==> config.mk <==
export PLATFORM = sky130hd
export DESIGN_NAME = aclk_gen
export DESIGN_NICKNAME = d
export VERILOG_FILES = /design/src/rtl/aclk_pkg.sv /design/src/rtl/aclk_ratio_dec.sv /design/src/rtl/aclk_master_fsm.sv /design/src/rtl/aclk_slave_track.sv /design/src/rtl/aclk_gen.sv
export SDC_FILE = /design/constraint.sdc
export NUM_CORES = 1
export LEC_CHECK = 0
export BUFFER_PORTS_ARGS = -buffer_cell sky130_fd_sc_hd__buf_2
export CAP_MARGIN = 20
export CORE_MARGIN = 1
export CORE_UTILIZATION = 40
export CTS_BUF_LIST = sky130_fd_sc_hd__clkbuf_4 sky130_fd_sc_hd__clkbuf_8
export DETAILED_ROUTE_END_ITERATION = 10
export PLACE_DENSITY = 0.71
export REMOVE_ABC_BUFFERS = 1
export SYNTH_ARGS = -nofsm -noshare
export SYNTH_HDL_FRONTEND = slang
export SYNTH_SLANG_ARGS = --single-unit
==> constraint.sdc <==
create_clock -name clk -period 4 [get_ports clk]
set_input_delay 0 -clock clk [delete_from_list [all_inputs] [get_ports clk]]
set_output_delay 0 -clock clk [all_outputs]
set_load 0.1 [all_outputs]
==> src/rtl/aclk_pkg.sv <==
package aclk_pkg;

    localparam int CODE_W       = 3;
    localparam int LOG_W        = 4;
    localparam int FRM_LOG_TOP  = 9;
    localparam int FRM_CODE_MAX = 4;
    localparam int BPF_LOG_BASE = 5;
    localparam int BPF_CODE_MAX = 4;
    localparam int BPF_CODE_16  = 7;
    localparam int BPF_LOG_16   = 4;
    localparam int MAX_DIV_LOG  = FRM_LOG_TOP - BPF_LOG_16;
    localparam int MAX_BPF_LOG  = BPF_LOG_BASE + BPF_CODE_MAX;

    typedef enum logic [1:0] {
        ST_IDLE  = 2'd0,
        ST_RUN   = 2'd1,
        ST_STOP  = 2'd2,
        ST_FAULT = 2'd3
    } gen_state_e;

    typedef struct packed {
        logic bit_stb;
        logic frame_stb;
    } stb_pair_t;

endpackage

==> src/rtl/aclk_ratio_dec.sv <==
module aclk_ratio_dec
    import aclk_pkg::*;
#(
    parameter int CW = CODE_W,
    parameter int LW = LOG_W
) (
    input  logic [CW-1:0] frm_code,
    input  logic [CW-1:0] bpf_code,
    output logic          ratio_ok,
    output logic [LW-1:0] div_log,
    output logic [LW-1:0] bpf_log
);

    logic          frm_ok;
    logic          bpf_ok;
    logic [LW-1:0] frm_log;

    always_comb begin
        frm_ok  = (int'(frm_code) <= FRM_CODE_MAX);
        frm_log = LW'(FRM_LOG_TOP) - LW'(frm_code);
    end

    always_comb begin
        if (int'(bpf_code) <= BPF_CODE_MAX) begin
            bpf_ok  = 1'b1;
            bpf_log = LW'(BPF_LOG_BASE) + LW'(bpf_code);
        end else if (int'(bpf_code) == BPF_CODE_16) begin
            bpf_ok  = 1'b1;
            bpf_log = LW'(BPF_LOG_16);
        end else begin
            bpf_ok  = 1'b0;
            bpf_log = LW'(BPF_LOG_BASE);
        end
    end

    always_comb begin
        ratio_ok = frm_ok && bpf_ok && (frm_log > bpf_log);
        div_log  = ratio_ok ? (frm_log - bpf_log) : LW'(1);
    end

endmodule

==> src/rtl/aclk_master_fsm.sv <==
module aclk_master_fsm
    import aclk_pkg::*;
#(
    parameter int LW    = LOG_W,
    parameter int CYC_W = MAX_DIV_LOG,
    parameter int BIT_W = MAX_BPF_LOG
) (
    input  logic          clk,
    input  logic          rst_n,
    input  logic          go,
    input  logic          ratio_ok,
    input  logic [LW-1:0] div_log_in,
    input  logic [LW-1:0] bpf_log_in,
    output logic          bclk_raw,
    output logic          fclk_raw,
    output stb_pair_t     stb,
    output logic          fault
);

    localparam int CYC_XW = CYC_W + 1;
    localparam int BIT_XW = BIT_W + 1;

    gen_state_e        state_q;
    gen_state_e        state_d;
    logic [CYC_W-1:0]  cyc_q;
    logic [BIT_W-1:0]  bit_q;
    logic [LW-1:0]     div_log_q;
    logic [LW-1:0]     bpf_log_q;

    logic [CYC_XW-1:0] cyc_lim;
    logic [BIT_XW-1:0] bit_lim;
    logic              cyc_end;
    logic              bit_end;
    logic              frame_end;
    logic              running;

    always_comb begin
        cyc_lim   = CYC_XW'(1) << div_log_q;
        bit_lim   = BIT_XW'(1) << bpf_log_q;
        cyc_end   = ({1'b0, cyc_q} == (cyc_lim - CYC_XW'(1)));
        bit_end   = ({1'b0, bit_q} == (bit_lim - BIT_XW'(1)));
        frame_end = cyc_end && bit_end;
        running   = (state_q == ST_RUN) || (state_q == ST_STOP);
    end

    always_comb begin
        state_d = state_q;
        unique case (state_q)
            ST_IDLE: begin
                if (go) begin
                    state_d = ratio_ok ? ST_RUN : ST_FAULT;
                end
            end
            ST_RUN: begin
                if (!go) begin
                    state_d = frame_end ? ST_IDLE : ST_STOP;
                end
            end
            ST_STOP: begin
                if (go) begin
                    state_d = ST_RUN;
                end else if (frame_end) begin
                    state_d = ST_IDLE;
                end
            end
            ST_FAULT: begin
                if (!go) begin
                    state_d = ST_IDLE;
                end
            end
            default: state_d = ST_IDLE;
        endcase
    end

    always_ff @(posedge clk or negedge rst_n) begin
        if (!rst_n) begin
            state_q <= ST_IDLE;
        end else begin
            state_q <= state_d;
        end
    end

    always_ff @(posedge clk or negedge rst_n) begin
        if (!rst_n) begin
            cyc_q     <= '0;
            bit_q     <= '0;
            div_log_q <= LW'(1);
            bpf_log_q <= LW'(BPF_LOG_BASE);
        end else if (state_q == ST_IDLE) begin
            cyc_q <= '0;
            bit_q <= '0;
            if (go && ratio_ok) begin
                div_log_q <= div_log_in;
                bpf_log_q <= bpf_log_in;
            end
        end else if (running) begin
            if (cyc_end) begin
                cyc_q <= '0;
                bit_q <= bit_end ? '0 : bit_q + BIT_W'(1);
            end else begin
                cyc_q <= cyc_q + CYC_W'(1);
            end
        end
    end

    always_comb begin
        bclk_raw      = 1'b0;
        fclk_raw      = 1'b0;
        stb.bit_stb   = 1'b0;
        stb.frame_stb = 1'b0;
        fault         = 1'b0;
        unique case (state_q)
            ST_IDLE: begin
            end
            ST_RUN, ST_STOP: begin
                bclk_raw      = ({1'b0, cyc_q} >= (cyc_lim >> 1));
                fclk_raw      = ({1'b0, bit_q} >= (bit_lim >> 1));
                stb.bit_stb   = (cyc_q == '0);
                stb.frame_stb = (cyc_q == '0) && (bit_q == '0);
            end
            ST_FAULT: begin
                fault = 1'b1;
            end
            default: begin
            end
        endcase
    end

endmodule

==> src/rtl/aclk_slave_track.sv <==
module aclk_slave_track
    import aclk_pkg::*;
#(
    parameter int SYNC_STAGES = 2
) (
    input  logic      clk,
    input  logic      rst_n,
    input  logic      enable,
    input  logic      ext_bclk,
    input  logic      ext_fclk,
    input  logic      inv_bclk,
    input  logic      inv_fclk,
    output stb_pair_t stb
);

    localparam int BP_W = SYNC_STAGES + 1;

    logic [BP_W-1:0]        b_pipe;
    logic [SYNC_STAGES-1:0] f_pipe;
    logic                   fclk_at_edge_q;
    logic                   b_now;
    logic                   b_prev;
    logic                   f_now;
    logic                   fall;

    genvar gi;
    generate
        for (gi = 0; gi < BP_W; gi++) begin : g_bsync
            always_ff @(posedge clk or negedge rst_n) begin
                if (!rst_n) begin
                    b_pipe[gi] <= 1'b0;
                end else if (gi == 0) begin
                    b_pipe[gi] <= ext_bclk;
                end else begin
                    b_pipe[gi] <= b_pipe[(gi == 0) ? 0 : gi-1];
                end
            end
        end
        for (gi = 0; gi < SYNC_STAGES; gi++) begin : g_fsync
            always_ff @(posedge clk or negedge rst_n) begin
                if (!rst_n) begin
                    f_pipe[gi] <= 1'b0;
                end else if (gi == 0) begin
                    f_pipe[gi] <= ext_fclk;
                end else begin
                    f_pipe[gi] <= f_pipe[(gi == 0) ? 0 : gi-1];
                end
            end
        end
    endgenerate

    always_comb begin
        b_now  = b_pipe[SYNC_STAGES-1] ^ inv_bclk;
        b_prev = b_pipe[SYNC_STAGES] ^ inv_bclk;
        f_now  = f_pipe[SYNC_STAGES-1] ^ inv_fclk;
        fall   = b_prev && !b_now;
    end

    always_ff @(posedge clk or negedge rst_n) begin
        if (!rst_n) begin
            fclk_at_edge_q <= 1'b0;
        end else if (fall) begin
            fclk_at_edge_q <= f_now;
        end
    end

    always_comb begin
        stb.bit_stb   = enable && fall;
        stb.frame_stb = enable && fall && !f_now && fclk_at_edge_q;
    end

endmodule

==> src/rtl/aclk_gen.sv <==
module aclk_gen
    import aclk_pkg::*;
(
    input  logic        clk,
    input  logic        rst_n,
    input  logic        port_en,
    input  logic [15:0] clk_div_cfg,
    input  logic [15:0] clk_pol_cfg,
    input  logic        ext_bclk_i,
    input  logic        ext_fclk_i,
    output logic        bclk_o,
    output logic        fclk_o,
    output logic        clk_oe,
    output logic        tx_bit_stb,
    output logic        tx_frame_stb,
    output logic        rx_bit_stb,
    output logic        rx_frame_stb,
    output logic        cfg_err
);

    localparam int FRM_LSB = 12;
    localparam int BPF_LSB = 8;
    localparam int TX_MST  = 0;
    localparam int RX_MST  = 4;
    localparam int INV_FM  = 12;
    localparam int INV_BM  = 8;
    localparam int INV_FS  = 4;
    localparam int INV_BS  = 0;

    logic             go;
    logic             ratio_ok;
    logic [LOG_W-1:0] div_log;
    logic [LOG_W-1:0] bpf_log;
    logic             bclk_raw;
    logic             fclk_raw;
    stb_pair_t        mst_stb;
    stb_pair_t        slv_stb;
    logic             fault;

    assign go = port_en && (clk_div_cfg[TX_MST] || clk_div_cfg[RX_MST]);

    aclk_ratio_dec u_dec (
        .frm_code (clk_div_cfg[FRM_LSB +: CODE_W]),
        .bpf_code (clk_div_cfg[BPF_LSB +: CODE_W]),
        .ratio_ok (ratio_ok),
        .div_log  (div_log),
        .bpf_log  (bpf_log)
    );

    aclk_master_fsm u_mst (
        .clk        (clk),
        .rst_n      (rst_n),
        .go         (go),
        .ratio_ok   (ratio_ok),
        .div_log_in (div_log),
        .bpf_log_in (bpf_log),
        .bclk_raw   (bclk_raw),
        .fclk_raw   (fclk_raw),
        .stb        (mst_stb),
        .fault      (fault)
    );

    aclk_slave_track u_slv (
        .clk      (clk),
        .rst_n    (rst_n),
        .enable   (port_en),
        .ext_bclk (ext_bclk_i),
        .ext_fclk (ext_fclk_i),
        .inv_bclk (clk_pol_cfg[INV_BS]),
        .inv_fclk (clk_pol_cfg[INV_FS]),
        .stb      (slv_stb)
    );

    always_comb begin
        bclk_o       = bclk_raw ^ clk_pol_cfg[INV_BM];
        fclk_o       = fclk_raw ^ clk_pol_cfg[INV_FM];
        clk_oe       = clk_div_cfg[TX_MST] || clk_div_cfg[RX_MST];
        cfg_err      = fault;
        tx_bit_stb   = clk_div_cfg[TX_MST] ? mst_stb.bit_stb   : slv_stb.bit_stb;
        tx_frame_stb = clk_div_cfg[TX_MST] ? mst_stb.frame_stb : slv_stb.frame_stb;
        rx_bit_stb   = clk_div_cfg[RX_MST] ? mst_stb.bit_stb   : slv_stb.bit_stb;
        rx_frame_stb = clk_div_cfg[RX_MST] ? mst_stb.frame_stb : slv_stb.frame_stb;
    end

endmodule

==> results of run 1 <==
==> metrics by stage <==
stage	worst slack (ns)	instance area (sq um)
after floorplan	0.669	2770
after global placement	0.832	3040
after detailed placement	0.776	3040
after CTS	0.749	3180
after global routing	0.488	3180
final	0.727	3180
==> area by class of cell <==
cell class | instances | area, sq um | share of cell area
Clock buffer | 6 | 82.6 | 0.0260
Clock inverter | 2 | 12.5 | 0.00394
Tap cell | 96 | 120 | 0.0378
Sequential cell | 30 | 754 | 0.237
Multi-Input combinational cell | 256 | 1930 | 0.609
Timing Repair Buffer | 31 | 183 | 0.0575
Inverter | 24 | 90.1 | 0.0284
==> worst max path at each step <==
| stage | from | to | cells after the start |
|---|---|---|---|
| 2_1_floorplan | u_mst.bpf_log_q[0] | fclk_o | 10 |
| 3_3_place_gp | u_mst.bpf_log_q[0] | u_mst.bit_q[1] | 9 |
| 3_5_place_dp | u_mst.bpf_log_q[1] | u_mst.bit_q[8] | 9 |
| 4_1_cts | u_mst.bpf_log_q[1] | u_mst.bit_q[8] | 9 |
| 5_1_grt | u_mst.bpf_log_q[1] | u_mst.bit_q[7] | 9 |
| 6_report | u_mst.bpf_log_q[1] | u_mst.bit_q[8] | 9 |
==> power breakdown <==
group	internal [mW]	total (mW)	switching [mW]	leakage [nW]
Sequential	0.408	0.621	0.212	0.374
Clock	0.138	0.264	0.126	0.0472
Combinational	0.564	1.60	1.03	0.991
Total	1.11	2.48	1.37	1.41
==> kinds of logic (layout without fill, tap and decap cells) <==
logic type / count (synthesis) / in the layout / share of synthesized area
and+or+nand+nor: 114 / 114 / 0.226
AOI/OAI and AO/OA: 72 / 72 / 0.181
adders and majority gates: 36 / 36 / 0.161
xor gates and xnor gates: 26 / 26 / 0.0802
muxes: 8 / 8 / 0.0295
buffers and inverters: 39 / 63 / 0.0555
DFF: 30 / 30 / 0.266
==> placed cells by master, fill, tap and decap left out, drive strengths merged, types with 3 or more instances in the layout <==
| cell type | netlist | final |
|---|---|---|
| clkbuf | 10 | 6 |
| o211ai | 3 | 3 |
| buf | 5 | 27 |
| a21oi | 21 | 21 |
| dfrtp | 27 | 27 |
| mux2 | 3 | 3 |
| nand3 | 12 | 12 |
| nand2 | 22 | 22 |
| mux2i | 5 | 5 |
| nand4b | 3 | 3 |
| a21o | 6 | 6 |
| o31ai | 3 | 3 |
| nand3b | 3 | 3 |
| o21ai | 16 | 16 |
| nor4b | 6 | 6 |
| nor3 | 5 | 5 |
| xor2 | 13 | 13 |
| nor2 | 20 | 20 |
| xnor2 | 13 | 13 |
| nand4 | 6 | 6 |
| a211oi | 3 | 3 |
| dfstp | 3 | 3 |
| nor2b | 10 | 10 |
| ha | 35 | 35 |
| dlygate4sd3 | 0 | 4 |
| nor4 | 8 | 8 |
| nand2b | 8 | 8 |
| and3 | 3 | 3 |
| inv | 24 | 24 |
==> critical path: cells and delay by family, from the launching register on <==
kind | cells | cell delay (ns)
AO/OA/AOI/OAI | 4 | 0.90
adder cells (fa/ha/maj) | 1 | 0.21
flip-flops | 1 | 0.55
AND/OR/NAND/NOR | 4 | 1.46
==> layer usage <==
layer	global-route usage	vias to the layer above	share of wire
met1	0.228	1120	0.49
met5	0	-	0
met4	0.0500	0	0.015
li1	-	1211	-
met2	0.285	52	0.46
met3	0.0400	9	0.039
==> repair_timing <==
item / CTS / global route
resized for setup: 0 / 0
endpoints found under the hold margin: 30 / 0
hold buffers: 4 / 0
==> flip-flops by register name (all words and copies together) (netlist names) <==
signal / flops
u_mst.bit_q: 9
u_mst.bpf_log_q: 4
u_slv.fclk_at_edge_q: 1
u_mst.state_q: 2
u_mst.cyc_q: 5
u_slv.f_pipe: 2
u_slv.b_pipe: 3
u_mst.div_log_q: 4
==> metrics.txt, run 1 <==
Final Critical Period 3.27 ns; largest cells by area after synthesis dfrtp_1, ha_1, xnor2_1, xor2_1, a21oi_1; final setup vio count 0; fillers 663; post-synth top area cell dfrtp_1; WS Path Type reg2reg; pin count of the biggest net entering global routing 31; actual slew at the worst max-slew pin 0.860 ns; critical path capture point type flip-flop; CTS H-tree lvls 2; Cells on Worst Hold Path 3; clk slew on worst S/H paths 0.07 ns; yosys warns 0; CP max FO 14; Placed Cells 433; GPL Wtd Cong 0.814; Hold Path Class in2reg; clock buffer depth 2; most common cell in the netlist ha_1; CP max stage cell dfrtp_1; Crit Reg-Reg Startpoint u_mst.bpf_log_q[1]; P per Cell Area approximately 800 nW/um^2; PortBufs 24; TNS Setup 0 ns; Die Height approximately 86 um; CP peak stage delay 0.55 ns; highest clock rate around 300 MHz; startpoint types flip-flop; cells after synthesis 325; Vias/cell 5.38; initial antenna violation count 0; Antenna diodes 0; IR Drop Worst-Case VDD 408 uV; max-capacitance violation count 0; die footprint 7440 sq um; DRT antenna net count 0; EDFF count, synth 0; GRT Residual Overflow 0; Yosys top cell area share 0.238; Post-CTS Setup Bufs 0; Critical Path, Cell by Cell nor2_1 > nand2_1 > ha_1 > or4b_1 > a211oi_1 > a211oi_1 > or2_2 > o31ai_4 > a21oi_1; clock sink count 30; total vias in the final route 2392; ys flop type dfrtp_1; nets 421; layout cells sized above 1 0.143; Slew headroom 0.420; period utilisation layout 0.818; status finished, final reports clean; Yosys reg bits 30; post-DP HPWL 4430 um; Synth Cell Area between 2000 and 3000 sq um; syn_area_per_cell 8.74 sq um; min-delay src clk_div_cfg[12]; Finished Layout Cells 445; most used cell, CP a211oi_1; drt total wl 5810 um; Final Hold Vio Count 0; total track usage 0.174; area delta synth->final 11.9%; vias in the first global route 2289; Worst Path Arrival 3.41 ns; drt pass-1 iters 4; RSZ-0062 raised after global routing false; hold slack 0.0350 ns; clk root buf clkbuf_8; worst r2r path cells 9; die width 86.3 um; total power 2.48 mW; first-pass GRT wire length 10300 um; initial core utilization 0.416; TritonCTS clock tree yes; drt drc 0; Setup Skew 0.00873 ns; fraction of registers with async set/reset 1.00; Endpoint, Worst Hold u_mst.div_log_q[0]; fin. max-slew vios 0; post-synthesis sequential area ratio 0.266; Crit path required time 4.13 ns; clk_lat worst skew a little under 0.3 ns; reg2reg setup slack about 0.73 ns; leakage power 1.41 nW; routed length per instance 13.1 um; Num CTS Buffers 5; DRT iter0 DRCs 124; reg2reg end u_mst.bit_q[8]; final core occ 0.465; I/O Pins 45; core area 6830 sq um; row cnt 30; Synth top cells by count ha_1, dfrtp_1, inv_1; Synth cell types 60
Power figures use the tool's default switching activity.
==> run 2: changes to the inputs <==
PLACE_DENSITY = 0.73   (was 0.71)
clock period = 3 ns   (was 4 ns; I/O delays follow)
==> metrics.txt, run 2 (synthesized netlist as in run 1, its figures left out) <==
drt total wl 6220 um (+7.0%); clk root buf clkbuf_8; RSZ-0062 raised after global routing false; critical path capture point type flip-flop; met2 WL 2850 um (+7.5%); commonest non-fill, non-tap cell in the layout ha_1; area delta synth->final 16.8%; most frequent cells in the layout ha_1, dfrtp_1, inv_1, buf_2, nand2_1; total track usage 0.181 (+0.00705); nets 432 (+2.6%); fillers 654 (-1.4%); PortBufs 24 (unchanged); clk_lat worst skew 0.28 ns (about the same); max-capacitance violation count 0 (unchanged); DRT antenna net count 0 (unchanged); pin count of the biggest net entering global routing 31 (unchanged); core area 6830 sq um (unchanged); row cnt 30 (unchanged); Finished Layout Cells 456 (+2.5%); max reg flops 9 (unchanged); Setup Skew 0.00295 ns (-0.00579 ns); CTS H-tree lvls 2 (unchanged); Hold Path Class in2reg; GPL Wtd Cong 0.817 (+0.47%); GRT Residual Overflow 0 (unchanged); drt drc 0 (unchanged); Num CTS Buffers 5 (unchanged); DRT iter0 DRCs 176 (+42%); clk slew on worst S/H paths 0.07 ns (about the same); routed length per instance 13.6 um (+4.4%); uppermost layer routed met4; actual slew at the worst max-slew pin 1.03 ns (+0.170 ns); Slew headroom 0.311 (-0.109); Final Critical Period 2.86 ns (-0.413 ns); vias in the first global route 2325 (+1.6%); WS Path Type reg2reg; final setup vio count 0 (unchanged); fin. max-slew vios 0 (unchanged); WL met3 199 um (-13%); CP max FO 9 (-5); Largest Register u_mst.bit_q; Critical Path, Cell by Cell nor4_4 > inv_1 > ha_1 > or4b_4 > o221a_1 > a211oi_1 > or2_2 > o31ai_4 > buf_12 > a21oi_1; total power 3.55 mW (+43%); initial antenna violation count 0 (unchanged); Placed Cells 444 (+2.5%); Crit path required time 3.21 ns (-0.92 ns); Final Hold Vio Count 0 (unchanged); startpoint types flip-flop; CP max stage cell or4b_4; TritonCTS clock tree yes; die width 86.3 um (unchanged); top flop regs u_mst.bit_q (9), u_mst.cyc_q (5); first-pass GRT wire length 10800 um (+4.5%); leakage power 1.48 nW (+4.9%); post-DP HPWL 4670 um (+5.4%); period utilisation layout 0.953 (+0.135); clock sink count 30 (unchanged); die footprint 7440 sq um (unchanged); status finished, final reports clean; Antenna diodes 0 (unchanged); highest clock rate 350 MHz (+14%); clock buffer depth 2 (unchanged); CP peak stage delay 0.55 ns (about the same); P per Cell Area 1070 nW/um^2 (+37%); drt pass-1 iters 4 (unchanged); Vias/cell 5.43 (+1.1%); I/O Pins 45 (unchanged); total vias in the final route 2477 (+3.6%); layout cells sized above 1 0.189 (+0.0456); routed length on met1 3090 um (+8.9%); initial core utilization 0.416 (unchanged); Worst Path Arrival 3.06 ns (-0.35 ns); IR Drop Worst-Case VDD 340 uV (-17%); Die Height 86.3 um (unchanged)
[run 2: final cells by class]
cell class | count | area (sq um) | area share
multi-input combinational | 256 | 1980 | 0.596
sequential | 30 | 756 | 0.228
timing repair buffer | 42 | 280 | 0.0845
tap | 96 | 120 | 0.0362
clock buffer | 7 | 90.1 | 0.0271
inverter | 24 | 90.1 | 0.0271
clock inverter | 1 | 5.00 | 0.00151
[run 2: final timing paths]
path,from,to,slack [ns],cells after the start
max in group asynchronous,rst_n,u_mst.bpf_log_q[3],2.20,2
setup / recovery,u_mst.bpf_log_q[3],u_mst.bit_q[8],0.14,10
hold reg to reg,u_slv.f_pipe[0],u_slv.f_pipe[1],0.35,0
min in group asynchronous,rst_n,u_mst.bit_q[1],0.30,2
hold / removal,clk_div_cfg[12],u_mst.div_log_q[0],0.02,3
setup reg to reg,u_mst.bpf_log_q[3],u_mst.bit_q[8],0.14,10
[run 2: metal layers]
layer | up-vias | global-route usage
li1 | 1237 | -
met1 | 1189 | 0.251
met2 | 44 | 0.296
met3 | 7 | 0.0229
met4 | 0 | 0.0485
met5 | - | 0
[run 2: critical path, delay by kind of cell (launching register included)]
kind	cells	cell delay (ns)
adder cells (fa/ha/maj)	1	0.23
AO/OA/AOI/OAI	4	0.80
flip-flops	1	0.44
AND/OR/NAND/NOR	3	1.07
buffers and inverters	2	0.23
[run 2: stage by stage]
stage                     worst slack [ns]  area (sq um)  hold WS, ns  utilization  TNS, ns
after floorplan                     -0.331          2770       -0.296            -   -0.560
after global placement               0.155          3140       0.0770        0.459        0
after detailed placement             0.139          3140       0.0799        0.459        0
after CTS                            0.130          3270       0.0289        0.479        0
after global routing                0.0174          3320       0.0341        0.486        0
final                                0.141          3320       0.0236        0.486        0
[run 2: report_power, final]
group / internal (mW) / switching [mW]
logic: 0.891 / 1.54
clock network: 0.194 / 0.157
registers: 0.546 / 0.222
total: 1.63 / 1.92
[run 2: timing repair]
action / CTS / global route
hold endpoints to repair: 30 / 0
resized for setup: 0 / 9
setup buffers: 0 / 0
hold buffers: 4 / 0
setup endpoints to repair: 0 / 11
==> run 3: changes to the inputs <==
RECOVER_POWER = 100   (was unset)
==> metrics.txt, run 3 (synthesized netlist as in run 1, its figures left out) <==
Final Hold Vio Count 0 (unchanged); total power 3.54 mW (-0.43%); drt total wl 6190 um (-0.45%); startpoint types flip-flop; Post-CTS Setup Bufs 0 (unchanged); routed length per instance 13.6 um (-0.45%); clk root buf clkbuf_8; Num CTS Buffers 5 (unchanged); CP max FO 9 (unchanged); Crit Reg-Reg Startpoint u_mst.bpf_log_q[3]; leakage power 1.46 nW (-1.2%); GRT Residual Overflow 0 (unchanged); Vias/cell 5.48 (+0.81%); Cells on Worst Hold Path 3 (unchanged); Final Critical Period 2.86 ns (-0.000564 ns); Cell Area, Placed 3140 sq um (unchanged); max reg flops 9 (unchanged); vias in the first global route 2325 (unchanged); DRT antenna net count 0 (unchanged); highest clock rate 350 MHz (about the same); drt drc 0 (unchanged); Slew headroom -0.0863 (-0.397); WS Path Type reg2reg; area occupied by multi-input gates 1980 sq um (unchanged); nets 432 (unchanged); fin. max-slew vios 31 (+31); GPL Wtd Cong 0.817 (unchanged); Antenna diodes 0 (unchanged); row cnt 30 (unchanged); clk slew on worst S/H paths 0.07 ns (about the same); I/O Pins 45 (unchanged); register area 756 sq um (unchanged); period utilisation layout 0.953 (about the same); fillers 658 (+0.61%); post-DP HPWL 4670 um (unchanged); core area 6830 sq um (unchanged); PortBufs 24 (unchanged); clk_lat worst skew 0.28 ns (about the same); P_sw 1.92 mW (-0.16%); Sequential Power Share 0.217 (about the same); P per Cell Area 1070 nW/um^2 (-0.16%); Hold Path Class in2reg; Crit path required time 3.20 ns (about the same); die width 86.3 um (unchanged); clock sink count 30 (unchanged); worst r2r path cells 10 (unchanged); Worst Path Arrival 3.06 ns (about the same); min-delay src clk_div_cfg[12]; Die Height 86.3 um (unchanged); dpl ws 0.139 ns (unchanged); initial core utilization 0.416 (unchanged); top flop regs u_mst.bit_q (9), u_mst.cyc_q (5); commonest non-fill, non-tap cell in the layout ha_1; pin count of the biggest net entering global routing 31 (unchanged); most frequent cells in the layout ha_1, dfrtp_1, inv_1, nand2_1, a21oi_1; critical path capture point type flip-flop; first-pass GRT wire length 10800 um (unchanged); final setup vio count 0 (unchanged); max-capacitance violation count 1 (+1); Largest Register u_mst.bit_q; Setup Skew 0.00237 ns (-0.000584 ns); Internal Pwr Total 1.62 mW (-0.73%); status finished with violations; actual slew at the worst max-slew pin 1.63 ns (+0.599 ns); die footprint 7440 sq um (unchanged); final core occ 0.484 (-0.00128); drt pass-1 iters 4 (unchanged); Placed Cells 444 (unchanged); DRT iter0 DRCs 163 (-7.4%); layout cells sized above 1 0.175 (-0.0139); Clk pwr share 0.099 (about the same); TritonCTS clock tree yes; total track usage 0.181 (unchanged); Finished Layout Cells 456 (unchanged); post-route cell area 3310 sq um (-0.26%); IR Drop Worst-Case VDD 335 uV (-1.4%); area delta synth->final 16.5%; RSZ-0062 raised after global routing false; total vias in the final route 2497 (+0.81%); clock buffer depth 2 (unchanged); failing checks max-capacitance violations, max-slew violations; CTS H-tree lvls 2 (unchanged); share of power burned in combinational logic 0.684 (about the same); Setup crit start u_mst.bpf_log_q[3]; initial antenna violation count 0 (unchanged); setup ws final 0.141 ns (+0.000564 ns); Net Sw Frac 0.542 (+0.00142)
## run 3: power by group through the flow
stage | combinational (mW) | sequential, mW | clock [mW]
after floorplan | 1.74 | 0.764 | 0
after detailed placement | 2.34 | 0.765 | 0
final | 2.42 | 0.767 | 0.350
after global routing | 2.66 | 0.801 | 0.374
after global placement | 2.29 | 0.756 | 0
after CTS | 2.37 | 0.758 | 0.357
## run 3: final cells by class
type | count | area share
Multi-Input combinational cell | 256 | 0.597
Sequential cell | 30 | 0.228
Timing Repair Buffer | 42 | 0.0820
Tap cell | 96 | 0.0363
Clock buffer | 7 | 0.0272
Inverter | 24 | 0.0272
Clock inverter | 1 | 0.00151
## run 3: what timing repair did
action                     CTS  global route
hold buffers                 4             0
hold endpoints to repair    30             0
gates resized for setup      0             9
setup endpoints to repair    0            11
## run 3: per-stage QoR
step | setup TNS [ns] | hold slack (ns)
2_1_floorplan | -0.560 | -0.296
3_3_place_gp | 0 | 0.0770
3_5_place_dp | 0 | 0.0799
4_1_cts | 0 | 0.0289
5_1_grt | 0 | 0.0341
6_report | 0 | 0.0251
## run 3: routing by layer
| metal | vias to the layer above | wire length, um | GRT usage | part of all wire |
|---|---|---|---|---|
| met1 | 1194 | 2940 | 0.251 | 0.48 |
| met4 | 0 | 70 | 0.0485 | 0.011 |
| met3 | 7 | 273 | 0.0229 | 0.044 |
| met2 | 58 | 2900 | 0.296 | 0.47 |
| met5 | - | 0 | 0 | 0 |
| li1 | 1238 | - | - | - |
## run 3: critical path, stage by stage (launching register included)
cell and delay (ns):
dfrtp_2 0.44, nor4_4 0.29, inv_1 0.07, ha_1 0.23, or4b_4 0.55, o221a_1 0.25, a211oi_1 0.33, or2_2 0.23
o31ai_4 0.07, buf_12 0.16, a21oi_1 0.15
## run 3: worst paths after layout
path | endpoint | slack [ns]
setup / recovery | u_mst.bit_q[8] | 0.14
hold / removal | u_mst.div_log_q[0] | 0.03
setup reg to reg | u_mst.bit_q[8] | 0.14
hold reg to reg | u_slv.f_pipe[1] | 0.35
max in group asynchronous | u_mst.bpf_log_q[3] | 1.27
min in group asynchronous | u_mst.bit_q[1] | 0.66
